File: src/rtl/dir_round_inc.sv
module dir_round_inc #(
  parameter int MANT_W  = 26,
  parameter bit OUT_REG = 1'b0
) (
  input  logic              clk,
  input  logic              rst_n,
  input  logic [MANT_W-1:0] mant_in,
  input  logic              sticky_in,
  input  logic              sign_in,
  input  logic [1:0]        mode_in,
  output logic [MANT_W-2:0] mant_out,
  output logic              round_up_out,
  output logic              inexact_out
);
  localparam int KEEP_W = MANT_W - 2;
  localparam int OUT_W  = KEEP_W + 1;

  localparam logic [1:0] MODE_NEAR = 2'b00;
  localparam logic [1:0] MODE_ZERO = 2'b01;
  localparam logic [1:0] MODE_POS  = 2'b10;
  localparam logic [1:0] MODE_NEG  = 2'b11;

  logic [KEEP_W-1:0] kept;
  logic              guard_b, round_b, lost;
  logic              bump;
  logic [OUT_W-1:0]  sum;

  assign kept    = mant_in[MANT_W-1:2];
  assign guard_b = mant_in[1];
  assign round_b = mant_in[0];
  assign lost    = guard_b | round_b | sticky_in;

  always_comb begin
    unique case (mode_in)
      MODE_NEAR: bump = guard_b & (round_b | sticky_in | kept[0]);
      MODE_ZERO: bump = 1'b0;
      MODE_POS:  bump = lost & ~sign_in;
      MODE_NEG:  bump = lost & sign_in;
      default:   bump = guard_b & (round_b | sticky_in | kept[0]);
    endcase
  end

  assign sum = {1'b0, kept} + {{KEEP_W{1'b0}}, bump};

  generate
    if (OUT_REG) begin : g_reg
      logic [OUT_W-1:0] mant_q;
      logic             up_q, inx_q;
      always_ff @(posedge clk or negedge rst_n) begin
        if (!rst_n) begin
          mant_q <= '0;
          up_q   <= 1'b0;
          inx_q  <= 1'b0;
        end else begin
          mant_q <= sum;
          up_q   <= bump;
          inx_q  <= lost;
        end
      end
      assign mant_out     = mant_q;
      assign round_up_out = up_q;
      assign inexact_out  = inx_q;
    end else begin : g_comb
      assign mant_out     = sum;
      assign round_up_out = bump;
      assign inexact_out  = lost;
    end
  endgenerate
endmodule

File: config.mk
export PLATFORM = sky130hd
export DESIGN_NAME = dir_round_inc
export DESIGN_NICKNAME = d
export VERILOG_FILES = /design/src/rtl/dir_round_inc.sv
export SDC_FILE = /design/constraint.sdc
export NUM_CORES = 1
export LEC_CHECK = 0
export BUFFER_PORTS_ARGS = -buffer_cell sky130_fd_sc_hd__buf_2
export CAP_MARGIN = 0
export CORE_UTILIZATION = 39
export DETAILED_ROUTE_END_ITERATION = 10
export PLACE_DENSITY = 0.95
export RECOVER_POWER = 100
export REMOVE_ABC_BUFFERS = 1
export SETUP_SLACK_MARGIN = 0.2
export SYNTH_ARGS = -nofsm -noshare
export SYNTH_HDL_FRONTEND = slang
export SYNTH_SLANG_ARGS = --single-unit
export TNS_END_PERCENT = 1
File: constraint.sdc
create_clock -name vclk -period 3.6
set_input_delay 0 -clock vclk [all_inputs]
set_output_delay 0 -clock vclk [all_outputs]
set_load 0.01 [all_outputs]
==> flow_metrics.env, run 1 <==
export IMPL_outcome="complete, no violations"
export IMPL_crit_slowest_cell="nor4_1"
export IMPL_drtIter0Drc=4
export IMPL_tightestPinTransition_ns=0.972
export IMPL_die_h_um=39.1
export IMPL_synth_area_leaders="xnor2_1 (18%), xor2_1 (18%), nor4_4 (7.9%)"
export IMPL_end_kind="output pin"
export IMPL_hold_start="mant_in[19]"
export IMPL_met3_length_um=152
export IMPL_startpoint_type="primary input"
export IMPL_vias_per_cell=5.16
export IMPL_grt_usage_pct=16.3
export IMPL_synth_xor_area_share_pct=35.9
export IMPL_finalMaxSlewViolations=0
export IMPL_area_growth_pct=43.6
export IMPL_placed_cell_area_um2=836
export IMPL_dieArea_mm2=0.00153
export IMPL_power_density_mw_per_mm2=95.7
export IMPL_path_delay_family="simple AND/OR/NAND/NOR gates"
export IMPL_final_min_clock_period_ns=2.57
export IMPL_hold_buffers=0
export IMPL_setup_viol=0
export IMPL_synth_compound_area_share_pct=2.80
export IMPL_wire_per_inst_um=9.90
export IMPL_period_share_pct=71.5
export IMPL_yosys_area_top_type_share_pct=17.9
export IMPL_synthesis_area_um2=537
export IMPL_arrival_ns=2.57
export IMPL_antenna_found_initial=0
export IMPL_num_rows=13
export IMPL_hold_viol=0
export IMPL_gp_congestion=0.641
export IMPL_drive_gt1_share_pct=28.0
export IMPL_clock_fmax_mhz=389
export IMPL_yosysSeqAreaShare_pct=0
export IMPL_postSynthCellCount=76
export IMPL_path_class="in2out"
export IMPL_synth_top_family_by_area="simple AND/OR/NAND/NOR gates"
export IMPL_fillers=133
export IMPL_final_common_cell="buf_2"
export IMPL_finalPower_mw=0.0737
export IMPL_place_inst=147
export IMPL_crit_fanout=6
export IMPL_crit_chain="buf_2 > nor2b_1 > mux2i_1 > o21ai_0 > a21oi_1 > ha_1 > ha_1 > nand3_1 > nor4_1 > nand4_1 > xnor2_1 > clkbuf_1"
export IMPL_critPathBufInv=2
export IMPL_synthAdderAreaFrac_pct=4.66
export IMPL_synth_cell_types=23
export IMPL_final_cell_mix="buf_2 (33), clkbuf_1 (24), xor2_1 (11), xnor2_1 (11)"
export IMPL_vias=759
export IMPL_route_detailed_drc=0
export IMPL_wl_met1_um=579
export IMPL_floorplan_initialDensity_pct=41.8
export IMPL_drt_pass1_iter_count=4
export IMPL_nClkBuffers=0
export IMPL_synth_simple_area_share_pct=52.4
export IMPL_final_area_um2=771
export IMPL_fin_nets=168
export IMPL_grt_overflow=0
export IMPL_seq_cells=0
export IMPL_coreArea_mm2=0.00128
export IMPL_port_buffers=57
export IMPL_diodes=0
export IMPL_ys_warn_count=0
export IMPL_routed_wirelength_mm=1.46
export IMPL_min_to="mant_out[17]"
export IMPL_grt_max_degree=8
export IMPL_setup_tns_ns=0
export IMPL_vdd_ir_drop_worst_uv=42.5
export IMPL_critPathMaxStageDelay_ns=0.84
export IMPL_required_ns=3.60
export IMPL_final_core_util_pct=60.0
export IMPL_slew_headroom_pct=34.6
export IMPL_yosys_area_top_type="xnor2_1"
export IMPL_hpwl_mm=1.27
export IMPL_holdPathStages=3
export IMPL_finalNonFillerCells=147
export IMPL_top_layer="met3"
export IMPL_cts_setup_buffers=0
export IMPL_min_path_type="in2out"
export IMPL_met2_wirelength_um=724
export IMPL_io_pins=59
export IMPL_die_w_um=39.1
export IMPL_rsz0062_at_grt="false"
export IMPL_avgSynthCellArea_um2=7.06
export IMPL_grt_pass1_wl_mm=1.84
export IMPL_yosys_mux_area_fraction_pct=1.86
export IMPL_grt_pass1_vias=489
export IMPL_cts_resized=0
export IMPL_maxCapViolCount=0
export IMPL_area_sequential_um2=0
export IMPL_worst_path_most_repeated_cell="ha_1"
export IMPL_p_leak_nw=0.347
export IMPL_postRouteAntennaNets=0
-- worst max path at each step --
| stage | endpoint | depth (start not counted) | from |
|---|---|---|---|
| CTS | mant_out[22] | 12 | mode_in[1] |
| global route | mant_out[22] | 12 | mode_in[1] |
| detailed placement | mant_out[22] | 12 | mode_in[1] |
| finish | mant_out[22] | 12 | mode_in[1] |
| global placement | mant_out[22] | 12 | mode_in[1] |
| floorplan | mant_out[22] | 10 | mode_in[1] |
-- routing by layer --
layer	vias to the layer above	global-route usage, %
li1	388	-
met1	324	18.6
met2	47	34.2
met3	0	0.578
met4	0	0
met5	-	0
-- kinds of logic (layout without fill, tap and decap cells) --
group                      count (synthesis)  after routing
buffers and inverters                      3             59
AOI/OAI and AO/OA                          3              3
xor gates and xnor gates                  22             22
and+or+nand+nor                           45             45
adders and majority gates                  2              2
muxes                                      1              1
-- synth_stat cells --
cell type / n
xnor2_1: 11
nor3_1: 6
and4_1: 1
and3_1: 4
mux2i_1: 1
ha_1: 2
a21oi_1: 1
or2_4: 1
o21ai_0: 2
buf_2: 1
nor2b_1: 1
nand3_1: 7
or2_2: 1
inv_1: 2
nor4_4: 2
xor2_1: 11
or3_1: 1
nand2_1: 8
nand4_1: 5
nand4_2: 1
nand3_2: 1
and4_2: 1
nor2_1: 5
-- where the power goes --
group / switching, mW / leakage (nW) / total [mW] / internal (mW)
clock: 0 / 0 / 0 / 0
sequential: 0 / 0 / 0 / 0
combinational: 0.0415 / 0.347 / 0.0737 / 0.0322
total: 0.0415 / 0.347 / 0.0737 / 0.0322
-- per-stage QoR --
step           setup slack, ns  hold WS (ns)
2_1_floorplan             1.71        0.0801
3_3_place_gp              1.58         0.273
3_5_place_dp              1.47         0.279
4_1_cts                   1.47         0.279
5_1_grt                  0.685         0.299
6_report                  1.03         0.268
-- layout make-up --
| cell class | count | area [um^2] | area share [%] |
|---|---|---|---|
| multi-input cells | 73 | 489 | 63.5 |
| repair buffers | 57 | 255 | 33.1 |
| well taps | 15 | 18.8 | 2.44 |
| inverters | 2 | 7.51 | 0.974 |
Power figures use the tool's default switching activity.
==> run 2: changes to the inputs <==
CORE_UTILIZATION = 33   (was 39)
PLACE_DENSITY = 0.89   (was 0.95)
clock period = 2.2 ns   (was 3.6 ns; I/O delays follow)
==> run 2 against run 1 <==
Non-clock buffer count increased by 2. Routed wire length increased by 5.2%. Count of clock-buffer cells in the layout unchanged. Utilization decreased by 1.6 points. Sequential share of layout area unchanged. Critical path depth unchanged. Via count increased by 0.92%. Worst hold slack improved by 0.011 ns. Flip-flop and latch count unchanged. Highest routed layer unchanged.
==> flow_metrics.env, run 2 (synthesis gave the netlist of run 1 again) <==
export IMPL_grt_usage_pct=15.2
export IMPL_vias_per_cell=5.11
export IMPL_seq_cells=0
export IMPL_tightestPinTransition_ns=0.380
export IMPL_finalNonFillerCells=150
export IMPL_place_inst=148
export IMPL_fin_nets=170
export IMPL_startpoint_type="primary input"
export IMPL_setup_tns_ns=0
export IMPL_vdd_ir_drop_worst_uv=67.2
export IMPL_floorplan_initialDensity_pct=35.6
export IMPL_gp_congestion=0.800
export IMPL_placed_cell_area_um2=837
export IMPL_drt_pass1_iter_count=4
export IMPL_drtIter0Drc=7
export IMPL_finalMaxSlewViolations=0
export IMPL_routed_wirelength_mm=1.53
export IMPL_timing_hold_ws_ns=0.278
export IMPL_hold_viol=0
export IMPL_arrival_ns=1.93
export IMPL_area_growth_pct=63.9
export IMPL_wire_per_inst_um=10.2
export IMPL_area_sequential_um2=0
export IMPL_slew_headroom_pct=74.5
export IMPL_num_rows=14
export IMPL_port_buffers=57
export IMPL_grt_pass1_vias=659
export IMPL_dieArea_mm2=0.00179
export IMPL_grt_overflow=0
export IMPL_period_share_pct=87.9
export IMPL_die_h_um=42.3
export IMPL_io_pins=59
export IMPL_fin_ws_ns=0.265
export IMPL_diodes=0
export IMPL_final_common_cell="buf_2"
export IMPL_vias=766
export IMPL_nClkBuffers=0
export IMPL_coreArea_mm2=0.00151
export IMPL_min_path_type="in2out"
export IMPL_postRouteAntennaNets=0
export IMPL_final_core_util_pct=58.4
export IMPL_grt_max_degree=8
export IMPL_required_ns=2.20
export IMPL_hpwl_mm=1.31
export IMPL_critPathCapture="mant_out[22]"
export IMPL_hold_buffers=0
export IMPL_fillers=152
export IMPL_dpl_worst_slack_ns=0.0881
export IMPL_route_detailed_drc=0
export IMPL_die_w_um=42.3
export IMPL_outcome="complete, no violations"
export IMPL_rsz0062_at_grt="true"
export IMPL_power_density_mw_per_mm2=153
export IMPL_setup_viol=0
export IMPL_final_cell_mix="buf_2 (47), xor2_1 (11), xnor2_1 (11)"
export IMPL_clock_fmax_mhz=517
export IMPL_crit_fanout=6
export IMPL_final_area_um2=880
export IMPL_p_leak_nw=0.431
export IMPL_grt_pass1_wl_mm=2.34
export IMPL_critPathLaunch="mode_in[1]"
export IMPL_final_min_clock_period_ns=1.93
export IMPL_end_kind="output pin"
export IMPL_drive_gt1_share_pct=44.8
export IMPL_antenna_found_initial=0
export IMPL_finalPower_mw=0.135
export IMPL_maxCapViolCount=0
export IMPL_path_class="in2out"
==> run 2: worst max-delay path, stage by stage <==
cell and delay, ns:
buf_6 0.09, nor2b_4 0.11, mux2i_1 0.12, o21ai_0 0.10, a21oi_1 0.18, ha_1 0.25, ha_4 0.17, nand3_4 0.08
nor4_4 0.36, nand4_1 0.16, xnor2_1 0.17, buf_2 0.14
==> run 2: metal layers <==
layer  vias to the layer above  track usage [%]  share of wire (%)
met2                        40             33.2                 54
met5                         -                0                  0
li1                        390                -                  -
met3                         0                0                8.6
met1                       336             16.6                 38
met4                         0                0                  0
==> run 2: timing repair <==
item                                    CTS  global route
pin swaps                                 1             5
buffers inserted                          0             2
resized for setup                         1             9
endpoints found under the setup margin    6            10
cloned                                    0             0
==> run 2: layout make-up <==
| type | count | area, um^2 | share of cell area [%] |
|---|---|---|---|
| multi-input cells | 73 | 557 | 63.3 |
| well taps | 16 | 20.0 | 2.28 |
| repair buffers | 59 | 295 | 33.6 |
| inverters | 2 | 7.51 | 0.853 |
==> run 2: report_power, final <==
part           leakage, nW  internal (mW)  switching, mW
combinational        0.431         0.0617         0.0729
sequential               0              0              0
clock                    0              0              0
total                0.431         0.0617         0.0729
==> run 2: how the worst min path moves through the flow <==
stage	slack, ns	depth (start not counted)	to	start
after CTS	0.28	3	mant_out[13]	mant_in[15]
after global routing	0.30	3	mant_out[22]	mant_in[24]
after floorplan	0.08	1	mant_out[10]	mant_in[12]
after global placement	0.28	3	mant_out[13]	mant_in[15]
final	0.28	3	mant_out[13]	mant_in[15]
after detailed placement	0.28	3	mant_out[13]	mant_in[15]
